File: src/rtl/ppu_pkg.sv
// Package: shared constants and the commit-phase type for the page program unit.
// Assumes: byte-wide array, 16-bit serial address; widths overridable at the top.
package ppu_pkg;

    localparam int unsigned XFER_AW_DEF = 16;   // serial address width
    localparam int unsigned MEM_AW_DEF  = 14;   // significant array address bits
    localparam int unsigned PAGE_AW_DEF = 6;    // byte-in-page bits (64-byte page)
    localparam int unsigned DATA_W_DEF  = 8;    // array word width

    // Phases of the self-timed cycle: idle, page sweep, remaining wait.
    typedef enum logic [1:0] {
        PH_IDLE  = 2'd0,
        PH_SWEEP = 2'd1,
        PH_WAIT  = 2'd2
    } ppu_phase_e;

endpackage

File: src/rtl/ppu_page_buffer.sv
// Module: ppu_page_buffer
// Collects data bytes of one write transaction into a page-sized buffer.
// The slot pointer wraps within the page; loaded and allowed flags are kept
// per slot, the latest load of a slot replacing earlier data and flag.
// Assumes: open, byte and close strobes are single-cycle pulses from the
// serial front end; nothing is accepted while a commit is running.
module ppu_page_buffer #(
    parameter int unsigned XFER_AW = ppu_pkg::XFER_AW_DEF,
    parameter int unsigned MEM_AW  = ppu_pkg::MEM_AW_DEF,
    parameter int unsigned PAGE_AW = ppu_pkg::PAGE_AW_DEF,
    parameter int unsigned DATA_W  = ppu_pkg::DATA_W_DEF,
    localparam int unsigned PAGE_BYTES = 1 << PAGE_AW,
    localparam int unsigned PG_W       = MEM_AW - PAGE_AW
) (
    input  logic               clk,
    input  logic               rst_n,
    input  logic               busy,
    input  logic               wel,
    input  logic               open_req,
    input  logic [XFER_AW-1:0] open_addr,
    input  logic               byte_stb,
    input  logic [DATA_W-1:0]  byte_val,
    input  logic               byte_ok,
    input  logic               close_req,
    input  logic [PAGE_AW-1:0] rd_slot,
    output logic               start,
    output logic [PG_W-1:0]    page,
    output logic [DATA_W-1:0]  rd_data,
    output logic               rd_commit
);

    logic                   active_q;
    logic [PG_W-1:0]        page_q;
    logic [PAGE_AW-1:0]     slot_q;
    logic [PAGE_BYTES-1:0]  ld_q;
    logic [PAGE_BYTES-1:0]  ok_q;
    logic [DATA_W-1:0]      mem_q [PAGE_BYTES];

    logic open_en;
    logic load_en;
    logic close_en;

    // Request qualification: opening needs an idle unit with the latch set.
    always_comb begin
        open_en  = open_req && !busy && wel;
        load_en  = byte_stb && active_q && !busy && !open_en;
        close_en = close_req && active_q && !open_en;
    end

    // Transaction control: page capture, slot pointer, open/closed state.
    always_ff @(posedge clk) begin
        if (!rst_n) begin
            active_q <= 1'b0;
            page_q   <= '0;
            slot_q   <= '0;
        end else if (open_en) begin
            active_q <= 1'b1;
            page_q   <= open_addr[MEM_AW-1:PAGE_AW];
            slot_q   <= open_addr[PAGE_AW-1:0];
        end else if (close_en) begin
            active_q <= 1'b0;
        end else if (load_en) begin
            slot_q   <= slot_q + 1'b1;
        end
    end

    // Per-slot loaded and allowed flags, cleared when a transaction opens.
    always_ff @(posedge clk) begin
        if (!rst_n) begin
            ld_q <= '0;
            ok_q <= '0;
        end else if (open_en) begin
            ld_q <= '0;
            ok_q <= '0;
        end else if (load_en) begin
            ld_q[slot_q] <= 1'b1;
            ok_q[slot_q] <= byte_ok;
        end
    end

    // Data storage; contents only matter where the loaded flag is set.
    always_ff @(posedge clk) begin
        if (load_en) begin
            mem_q[slot_q] <= byte_val;
        end
    end

    // Commit request and read port toward the sweep.
    always_comb begin
        start     = close_en && (|ld_q);
        page      = page_q;
        rd_data   = mem_q[rd_slot];
        rd_commit = ld_q[rd_slot] && ok_q[rd_slot];
    end

    // a transaction is never open while a commit runs.
    a_r8_idle_while_busy: assert property (@(posedge clk) disable iff (!rst_n)
        busy |-> !active_q);

    // page number holds for the whole open transaction.
    a_r3_page_stable: assert property (@(posedge clk) disable iff (!rst_n)
        (active_q && !open_req) |=> $stable(page_q));

endmodule

File: src/rtl/ppu_write_timer.sv
// Module: ppu_write_timer
// Self-timed programming cycle: a sweep phase of one cycle per page slot,
// then a wait until WRITE_CYCLES cycles have elapsed in total.
// Assumes: WRITE_CYCLES exceeds the page size; start only arrives when idle.
module ppu_write_timer #(
    parameter int unsigned PAGE_AW      = ppu_pkg::PAGE_AW_DEF,
    parameter int unsigned WRITE_CYCLES = 500000,
    localparam int unsigned PAGE_BYTES = 1 << PAGE_AW,
    localparam int unsigned CNT_W      = $clog2(WRITE_CYCLES + 1)
) (
    input  logic               clk,
    input  logic               rst_n,
    input  logic               start,
    output logic               busy,
    output logic               sweeping,
    output logic               finish,
    output logic               done,
    output logic [PAGE_AW-1:0] slot
);
    import ppu_pkg::*;

    localparam logic [CNT_W-1:0] SWEEP_LAST = CNT_W'(PAGE_BYTES - 1);
    localparam logic [CNT_W-1:0] CYCLE_LAST = CNT_W'(WRITE_CYCLES - 1);

    ppu_phase_e       phase_q;
    logic [CNT_W-1:0] cnt_q;
    logic             done_q;

    // Phase and elapsed-cycle counter of the programming cycle.
    always_ff @(posedge clk) begin
        if (!rst_n) begin
            phase_q <= PH_IDLE;
            cnt_q   <= '0;
            done_q  <= 1'b0;
        end else begin
            done_q <= 1'b0;
            unique case (phase_q)
                PH_IDLE: begin
                    if (start) begin
                        phase_q <= PH_SWEEP;
                        cnt_q   <= '0;
                    end
                end
                PH_SWEEP: begin
                    cnt_q <= cnt_q + 1'b1;
                    if (cnt_q == SWEEP_LAST) begin
                        phase_q <= PH_WAIT;
                    end
                end
                PH_WAIT: begin
                    cnt_q <= cnt_q + 1'b1;
                    if (cnt_q == CYCLE_LAST) begin
                        phase_q <= PH_IDLE;
                        done_q  <= 1'b1;
                    end
                end
                default: phase_q <= PH_IDLE;
            endcase
        end
    end

    // Status decode for the rest of the unit.
    always_comb begin
        busy     = (phase_q != PH_IDLE);
        sweeping = (phase_q == PH_SWEEP);
        finish   = (phase_q == PH_WAIT) && (cnt_q == CYCLE_LAST);
        done     = done_q;
        slot     = cnt_q[PAGE_AW-1:0];
    end

    // a start from idle begins the cycle at count zero.
    a_r4_start_enters: assert property (@(posedge clk) disable iff (!rst_n)
        (start && !busy) |=> (busy && cnt_q == '0));

    // busy cannot drop before the final count.
    a_r4_busy_holds: assert property (@(posedge clk) disable iff (!rst_n)
        (busy && !finish) |=> busy);

    // done is a single-cycle pulse outside the busy window.
    a_r7_done_single: assert property (@(posedge clk) disable iff (!rst_n)
        done |=> !done);
    a_r7_done_idle: assert property (@(posedge clk) disable iff (!rst_n)
        done |-> !busy);

endmodule

File: src/rtl/ppu_commit_sweep.sv
// Module: ppu_commit_sweep
// Turns the buffer slot under the sweep into an array write when that slot
// was loaded and allowed; forms the full array address from page and slot.
// Assumes: slot advances once per cycle during the sweep phase.
module ppu_commit_sweep #(
    parameter int unsigned MEM_AW  = ppu_pkg::MEM_AW_DEF,
    parameter int unsigned PAGE_AW = ppu_pkg::PAGE_AW_DEF,
    parameter int unsigned DATA_W  = ppu_pkg::DATA_W_DEF,
    localparam int unsigned PG_W   = MEM_AW - PAGE_AW
) (
    input  logic               clk,
    input  logic               rst_n,
    input  logic               sweeping,
    input  logic [PAGE_AW-1:0] slot,
    input  logic [PG_W-1:0]    page,
    input  logic               slot_commit,
    input  logic [DATA_W-1:0]  slot_data,
    output logic               we,
    output logic [MEM_AW-1:0]  addr,
    output logic [DATA_W-1:0]  data
);

    // Write strobe, address and data toward the array.
    always_comb begin
        we   = sweeping && slot_commit;
        addr = {page, slot};
        data = slot_data;
    end

    // consecutive sweep cycles visit ascending slots.
    a_r6_ascending: assert property (@(posedge clk) disable iff (!rst_n)
        (sweeping && $past(sweeping)) |-> (slot == $past(slot) + 1'b1));

    // page part of the address is constant during the sweep.
    a_r6_page_fixed: assert property (@(posedge clk) disable iff (!rst_n)
        (sweeping && $past(sweeping)) |-> $stable(page));

endmodule

File: src/rtl/page_program_unit.sv
// Module: page_program_unit (top)
// Page write buffer with a self-timed commit toward a 16K x 8 array.
// Holds the write-enable latch, which the end of each cycle clears.
// Assumes: front-end strobes are one-cycle pulses in the clk domain;
// WRITE_CYCLES is larger than the page size.
module page_program_unit #(
    parameter int unsigned XFER_AW      = ppu_pkg::XFER_AW_DEF,
    parameter int unsigned MEM_AW       = ppu_pkg::MEM_AW_DEF,
    parameter int unsigned PAGE_AW      = ppu_pkg::PAGE_AW_DEF,
    parameter int unsigned DATA_W       = ppu_pkg::DATA_W_DEF,
    parameter int unsigned WRITE_CYCLES = 500000
) (
    input  logic               clk,
    input  logic               rst_n,
    input  logic               wel_set,
    input  logic               wel_clr,
    input  logic               xfer_start,
    input  logic [XFER_AW-1:0] xfer_addr,
    input  logic               byte_stb,
    input  logic [DATA_W-1:0]  byte_data,
    input  logic               byte_allowed,
    input  logic               cs_rise,
    output logic               wel,
    output logic               busy,
    output logic               done,
    output logic               arr_we,
    output logic [MEM_AW-1:0]  arr_addr,
    output logic [DATA_W-1:0]  arr_data
);

    localparam int unsigned PG_W = MEM_AW - PAGE_AW;

    logic               wel_q;
    logic               t_busy;
    logic               t_sweeping;
    logic               t_finish;
    logic               t_done;
    logic [PAGE_AW-1:0] t_slot;
    logic               b_start;
    logic [PG_W-1:0]    b_page;
    logic [DATA_W-1:0]  b_data;
    logic               b_commit;

    // Write-enable latch: set/clear when idle, cleared when a cycle ends.
    always_ff @(posedge clk) begin
        if (!rst_n) begin
            wel_q <= 1'b0;
        end else if (t_finish) begin
            wel_q <= 1'b0;
        end else if (!t_busy) begin
            if (wel_clr) begin
                wel_q <= 1'b0;
            end else if (wel_set) begin
                wel_q <= 1'b1;
            end
        end
    end

    ppu_page_buffer #(
        .XFER_AW (XFER_AW),
        .MEM_AW  (MEM_AW),
        .PAGE_AW (PAGE_AW),
        .DATA_W  (DATA_W)
    ) u_buffer (
        .clk       (clk),
        .rst_n     (rst_n),
        .busy      (t_busy),
        .wel       (wel_q),
        .open_req  (xfer_start),
        .open_addr (xfer_addr),
        .byte_stb  (byte_stb),
        .byte_val  (byte_data),
        .byte_ok   (byte_allowed),
        .close_req (cs_rise),
        .rd_slot   (t_slot),
        .start     (b_start),
        .page      (b_page),
        .rd_data   (b_data),
        .rd_commit (b_commit)
    );

    ppu_write_timer #(
        .PAGE_AW      (PAGE_AW),
        .WRITE_CYCLES (WRITE_CYCLES)
    ) u_timer (
        .clk      (clk),
        .rst_n    (rst_n),
        .start    (b_start),
        .busy     (t_busy),
        .sweeping (t_sweeping),
        .finish   (t_finish),
        .done     (t_done),
        .slot     (t_slot)
    );

    ppu_commit_sweep #(
        .MEM_AW  (MEM_AW),
        .PAGE_AW (PAGE_AW),
        .DATA_W  (DATA_W)
    ) u_sweep (
        .clk         (clk),
        .rst_n       (rst_n),
        .sweeping    (t_sweeping),
        .slot        (t_slot),
        .page        (b_page),
        .slot_commit (b_commit),
        .slot_data   (b_data),
        .we          (arr_we),
        .addr        (arr_addr),
        .data        (arr_data)
    );

    // Port drive.
    always_comb begin
        wel  = wel_q;
        busy = t_busy;
        done = t_done;
    end

    // the latch is already clear when done is reported.
    a_r7_wel_cleared: assert property (@(posedge clk) disable iff (!rst_n)
        done |-> !wel);

    // the latch cannot move during a cycle except at its end.
    a_r8_wel_frozen: assert property (@(posedge clk) disable iff (!rst_n)
        (busy && !t_finish) |=> $stable(wel));

    // array writes happen only inside the busy window.
    a_r6_we_in_cycle: assert property (@(posedge clk) disable iff (!rst_n)
        arr_we |-> (busy && !done));

    // reset leaves every output flag low.
    a_r1_reset_quiet: assert property (@(posedge clk)
        $past(!rst_n) |-> (!busy && !done && !wel && !arr_we));

endmodule

File: config.mk
export PLATFORM = sky130hd
export DESIGN_NAME = page_program_unit
export DESIGN_NICKNAME = d
export VERILOG_FILES = /design/src/rtl/ppu_pkg.sv /design/src/rtl/ppu_page_buffer.sv /design/src/rtl/ppu_write_timer.sv /design/src/rtl/ppu_commit_sweep.sv /design/src/rtl/page_program_unit.sv
export SDC_FILE = /design/constraint.sdc
export NUM_CORES = 1
export LEC_CHECK = 0
export BUFFER_PORTS_ARGS = -buffer_cell sky130_fd_sc_hd__buf_2
export CAP_MARGIN = 15
export CORE_MARGIN = 4
export CORE_UTILIZATION = 45
export CTS_CLUSTER_SIZE = 30
export DETAILED_ROUTE_END_ITERATION = 7
export SETUP_SLACK_MARGIN = 0.3
export SLEW_MARGIN = 20
export SYNTH_ARGS = -nofsm -noshare
export SYNTH_HDL_FRONTEND = slang
export SYNTH_HIERARCHICAL = 1
export SYNTH_SLANG_ARGS = --single-unit
export TNS_END_PERCENT = 20
File: constraint.sdc
create_clock -name clk -period 6.2 [get_ports clk]
set_clock_uncertainty 0.1 [all_clocks]
set_input_delay 0.31 -clock clk [delete_from_list [all_inputs] [get_ports clk]]
set_output_delay 0.31 -clock clk [all_outputs]
set_load 0.1 [all_outputs]
# == After elaboration in Yosys (flattened, before gate mapping) ==
# Memories as Yosys holds them, arrays and structs flattened. A register that Yosys moved wholly into a read port is not among the register bits.
# Cells that the tools add are included.
# word_totals
register_bits,166
latch_bits,0
mem_bits_rw,512
rom_bits,0
in_bits,32
out_inout_bits,26
elab_cells,80
mem_count,1
# mem_list
memory,depth,word_bits,rd,rd_ports_with_merged_regs,write_ports,line_no,text
u_buffer.mem_q,64,8,1,1,1,ppu_page_buffer.sv:37,logic [DATA_W-1:0] mem_q [PAGE_BYTES];
# classes
add_sub_neg,2
multipliers,0
div_mod_pow,0
magnitude_cmp,3
eq_ne,8
n_shift,0
muxes,25
bitwise_logic,3
reduce_logical,29
# ops
op,count
64-bit bitwise mux,1
64-bit bitwise OR,1
64-bit OR reduction,1
19-bit one-hot mux with 2 select lines,1
6-bit two-way mux,5
"19-bit by 1-bit adder with 19-bit output, second input constant",1
"19-bit equality test, second input constant",1
"19-bit by 6-bit equality test with 1-bit output, second input constant",1
19-bit two-way mux,1
"6-bit by 7-bit < comparator with 1-bit output, second input constant",2
1-bit binary-select mux with 6-bit select,2
1-bit logical AND,12
1-bit two-way mux,10
2-bit nonzero test,5
2-bit AND reduction,4
"6-bit by 1-bit adder with 6-bit output, second input constant",1
1-bit demux with 6-bit select,1
"6-bit by 1-bit greater-or-equal comparator with 1-bit output, second input constant",1
2-bit two-way mux,3
"2-bit inequality test, second input constant",3
2-bit one-hot mux with 3 select lines,1
2-bit OR reduction,3
3-bit AND reduction,1
"2-bit by 1-bit equality test with 1-bit output, second input constant",1
other kinds (5),7

# == Logic depth before layout (Yosys ltp) ==
# logic_depth
ltp_word,11
ltp_mapped,13
depth_no_buf,11

# == Hierarchy ==
# Netlist, hierarchy kept.
# by_module_without_submodules
module,n_inst,cells_each,area_per_inst_um2,seq_area_each_um2
ppu_page_buffer,1,1529,25644.6,18237.5
ppu_write_timer,1,137,1137.3,440.4
ppu_commit_sweep,1,23,171.4,0.0
page_program_unit,1,5,47.5,20.0

# == Worst setup path after synthesis ==
# OpenSTA, ideal clock, no wires.
# synth_timing
path_kind,register -> register
start,register u_timer.phase_q[0]
end,register u_timer.cnt_q[14]
setup_ns,0.072
arrival_time_ns,3.346
required_ns,6.028
setup_slack_ns,2.682
stages_incl_launch_ff,13
n_path_buf,2
synth_period_minus_slack_ns,3.518
path_cell_list,dfxtp_1 -> inv_1 -> ha_1 -> inv_1 -> nand2b_1 -> clkbuf_1 -> nand3_1 -> nor2_1 -> mux2i_1 -> or3_1 -> clkbuf_1 -> or3_1 -> a21oi_1
# synth_between
elab_chain_cells,9
elab_cells_between_ends,15
classes_between,eq/ne (3); mux (1); reduce/logical (11)
# synth_lines
element,line_no,text
from (decl),ppu_write_timer.sv:25,ppu_phase_e phase_q;
from (signal assigned),ppu_write_timer.sv:32,phase_q <= PH_IDLE;
from (signal assigned),ppu_write_timer.sv:40,phase_q <= PH_SWEEP;
from (signal assigned),ppu_write_timer.sv:47,phase_q <= PH_WAIT;
2-bit nonzero test,ppu_write_timer.sv:64,busy = (phase_q != PH_IDLE);
net busy,page_program_unit.sv:24,"output logic busy,"
1-bit logical NOT,ppu_page_buffer.sv:45,open_en = open_req && !busy && wel;
1-bit logical AND (2 in a row),ppu_page_buffer.sv:45,
1-bit logical NOT,ppu_page_buffer.sv:47,close_en = close_req && active_q && !open_en;
1-bit logical AND,ppu_page_buffer.sv:47,
1-bit logical AND,ppu_page_buffer.sv:90,start = close_en && (|ld_q);
net b_start,page_program_unit.sv:39,logic b_start;
2-bit inequality test (no line),n/a,
2-bit AND reduction (no line),n/a,
to (signal assigned),ppu_write_timer.sv:45,cnt_q <= cnt_q + 1'b1;
to (signal assigned),ppu_write_timer.sv:51,cnt_q <= cnt_q + 1'b1;
to (decl),ppu_write_timer.sv:26,logic [CNT_W-1:0] cnt_q;
# The timed path passes the listed nets, and every way through them passes these cells.
# A chain may end at the register's enable or synchronous reset.

==> results.toml <==
[sta]
rsz0062_at_grt = "no"
min_period_over_period_pct = 77.6
period_needed_ns = 4.81
timing_worst_slew_pin_value_ns = 1.16
slew_headroom_pct = 22.1
setup_violations = 0
max_freq_mhz = 208
hold_violations = 0
hold_slack_ns = 0.138
setup_tns_ns = 0
slew_violations = 0

[synth]
synth_common_cells = "edfxtp_1, nor2_1, dfxtp_1"
syn_nets = 1731
synth_area_leader_cell = "edfxtp_1"
synth_area_mm2 = 0.0270
ys_ff_latch = 678
yosysWarnings = 6
seq_area_frac_synth_pct = 69.2
synth_top_cell_area_share_pct = 56.9
syn_inst = 1694
synth_edf_count = 512
yosys_most_used_dff = "edfxtp_1"
synth_cell_types = 58
yosysMostFrequentCell = "edfxtp_1"
synth.area.top_cells = "edfxtp_1, dfxtp_1, mux4_2"
syn_area_per_cell_um2 = 15.9
async_flop_share_pct = 0

[global_routing]
grt.total_usage_pct = 19.9
grt_pass1_vias = 15100
grt_max_degree = 107
grt_first_pass_wirelength_mm = 95.3
grt_antenna_before_repair = 1
gr-total-overflow = 0

[clocking]
clock_latency_ns = 0.60
htree_num_levels = 3
ctsRootBufferMaster = "clkbuf_16"
cts_sinks = 678
cts_made_buffers = 71
cts_tree = "built"
clk_pin_slew_worst_paths_ns = 0.06
cts_buffer_depth = 3
cts_setup_buffers = 0

[final_layout]
final_cells = 2580
drive_gt1_share_pct = 20.3
final_nets = 1788
area_growth_pct = 12.3
fillers = 4874
diodes = 0

[placement]
dp.final_hpwl_mm = 37.4
io_buffers = 55
gp_congestion = 0.804
dp_cells = 2431

[route]
wire_per_inst_um = 24.3
ant_nets = 0
viasPerCell = 5.77
drtIter0Drc = 1293
first_pass_iters = 5
vias = 14900
remaining_drc_errors = 0
drt_wl_total_mm = 62.8

[floorplanning]
initial_core_util_pct = 45.6
die_h_um = 253
die_x_um = 253
dieArea_mm2 = 0.0640
ios = 58
rows = 89
coreArea_mm2 = 0.0592

[critical_path]
crit_family = "multiplexers"
crit_top_cell = "mux4_2"
cp_slowest_cell = "dfxtp_4"
setup.worst_path.class = "reg2out"
cp_data_arrival_time_ns = 4.40
path_max_fanout = 47
critical_path.max_stage_delay_ns = 0.92
critPathBufInv = 2
cp.required_ns = 5.79
crit_path_start_kind = "register"
endpoint_kind = "output pin"
crit_path_cell_trace = "buf_4, mux4_2, mux4_2, and2_1, a211oi_2, a21oi_1, buf_2"

[flow_run]
max-cap-violations = 0

[power]
power_density_mw_per_mm2 = 301
ir_worst_vdd_uv = 173
power.leakage_uw = 0.00957
p_total_uw = 9120

[worst_hold_path]
min_path_type = "in2reg"

[run_status]
status = "completed"
[timing repair]
action | 4_1_cts | 5_1_grt
resized for setup | 0 | 0
hold buffers | 19 | 0
hold endpoints to repair | 21 | 0
[final timing paths]
check | startpoint | end | slack (ns) | cells after the start
hold reg to reg | u_buffer/page[3]$_SDFFE_PN0P_ | u_buffer/page[3]$_SDFFE_PN0P_ | 0.37 | 2
setup reg to reg | u_timer/phase_q[1]$_SDFFE_PN0P_ | u_buffer/mem_q[63][0]$_DFFE_PP_ | 2.47 | 6
hold / removal | byte_data[7] | u_buffer/mem_q[0][7]$_DFFE_PP_ | 0.14 | 1
setup / recovery | u_timer/cnt_q[0]$_SDFFE_PN0P_ | arr_data[2] | 1.39 | 7
[worst reg2reg max path, stage by stage (launching register included)]
cell and delay (ns):
dfxtp_1 0.33, inv_1 0.08, ha_1 0.22, inv_1 0.18, and3b_1 0.34, nand4_1 0.90
nor2_1 1.18
[where the power goes]
group          leakage [uW]  switching (uW)  total, uW  internal, uW
registers           0.00594            6.40       4880          4880
logic               0.00253             117        147          29.5
clock network       0.00110            1690       4090          2390
total               0.00957            1820       9120          7300
[routing by layer]
| metal | GRT usage [%] | wire length [um] | vias to the layer above |
|---|---|---|---|
| met4 | 6.02 | 1840 | 0 |
| li1 | - | - | 6630 |
| met1 | 28.2 | 27200 | 7687 |
| met3 | 3.77 | 4010 | 102 |
| met5 | 0 | 0 | - |
| met2 | 31.6 | 29800 | 455 |
[kinds of logic after synthesis]
family	after synthesis	synth area share, %
compound gates	184	4.31
simple gates	459	8.01
fa+ha+maj	5	0.232
xor+xnor	19	0.616
buf+inv	130	2.65
mux	219	14.9
flops	678	69.2
[metrics by stage]
stage	setup slack [ns]	util [%]	cell area (um2)
2_1_floorplan	2.68	-	27000
3_3_place_gp	1.99	47.0	27800
3_5_place_dp	1.97	47.0	27800
4_1_cts	1.31	51.1	30300
5_1_grt	1.08	51.2	30300
6_report	1.39	51.2	30300
[layout make-up]
cell class	instances	area [um2]	area share, %
Sequential cell	678	18700	61.7
Inverter	12	45.0	0.149
Tap cell	773	967	3.19
Timing Repair Buffer	102	709	2.34
Multi-Input combinational cell	886	7640	25.2
Clock inverter	37	283	0.933
Clock buffer	92	1950	6.45
[flip-flops by register name, indices dropped and copies added (netlist names)]
register / flops
u_buffer/slot_q: 6
u_timer/phase_q: 2
wel: 1
u_timer/done: 1
u_buffer/ok_q: 64
u_timer/cnt_q: 19
u_buffer/ld_q: 64
u_buffer/mem_q: 512
u_buffer/page: 8
u_buffer/active_q: 1
[layout by cell type, fill, tap and decap left out, types with 11 or more instances in the layout]
master / count
a21oi_1: 50
and2_1: 37
buf_2: 48
buf_4: 33
clkbuf_1: 13
clkbuf_16: 75
clkinv_1: 13
clkinv_2: 14
dfxtp_1: 163
dlygate4sd3_1: 19
edfxtp_1: 512
inv_1: 11
mux2i_1: 63
mux4_2: 146
nand2_1: 106
nand3_1: 39
nand4_1: 18
nor2_1: 174
nor4_1: 19
o21a_1: 22
o21ai_0: 48
No activity file was read; power rests on OpenSTA's default activity.
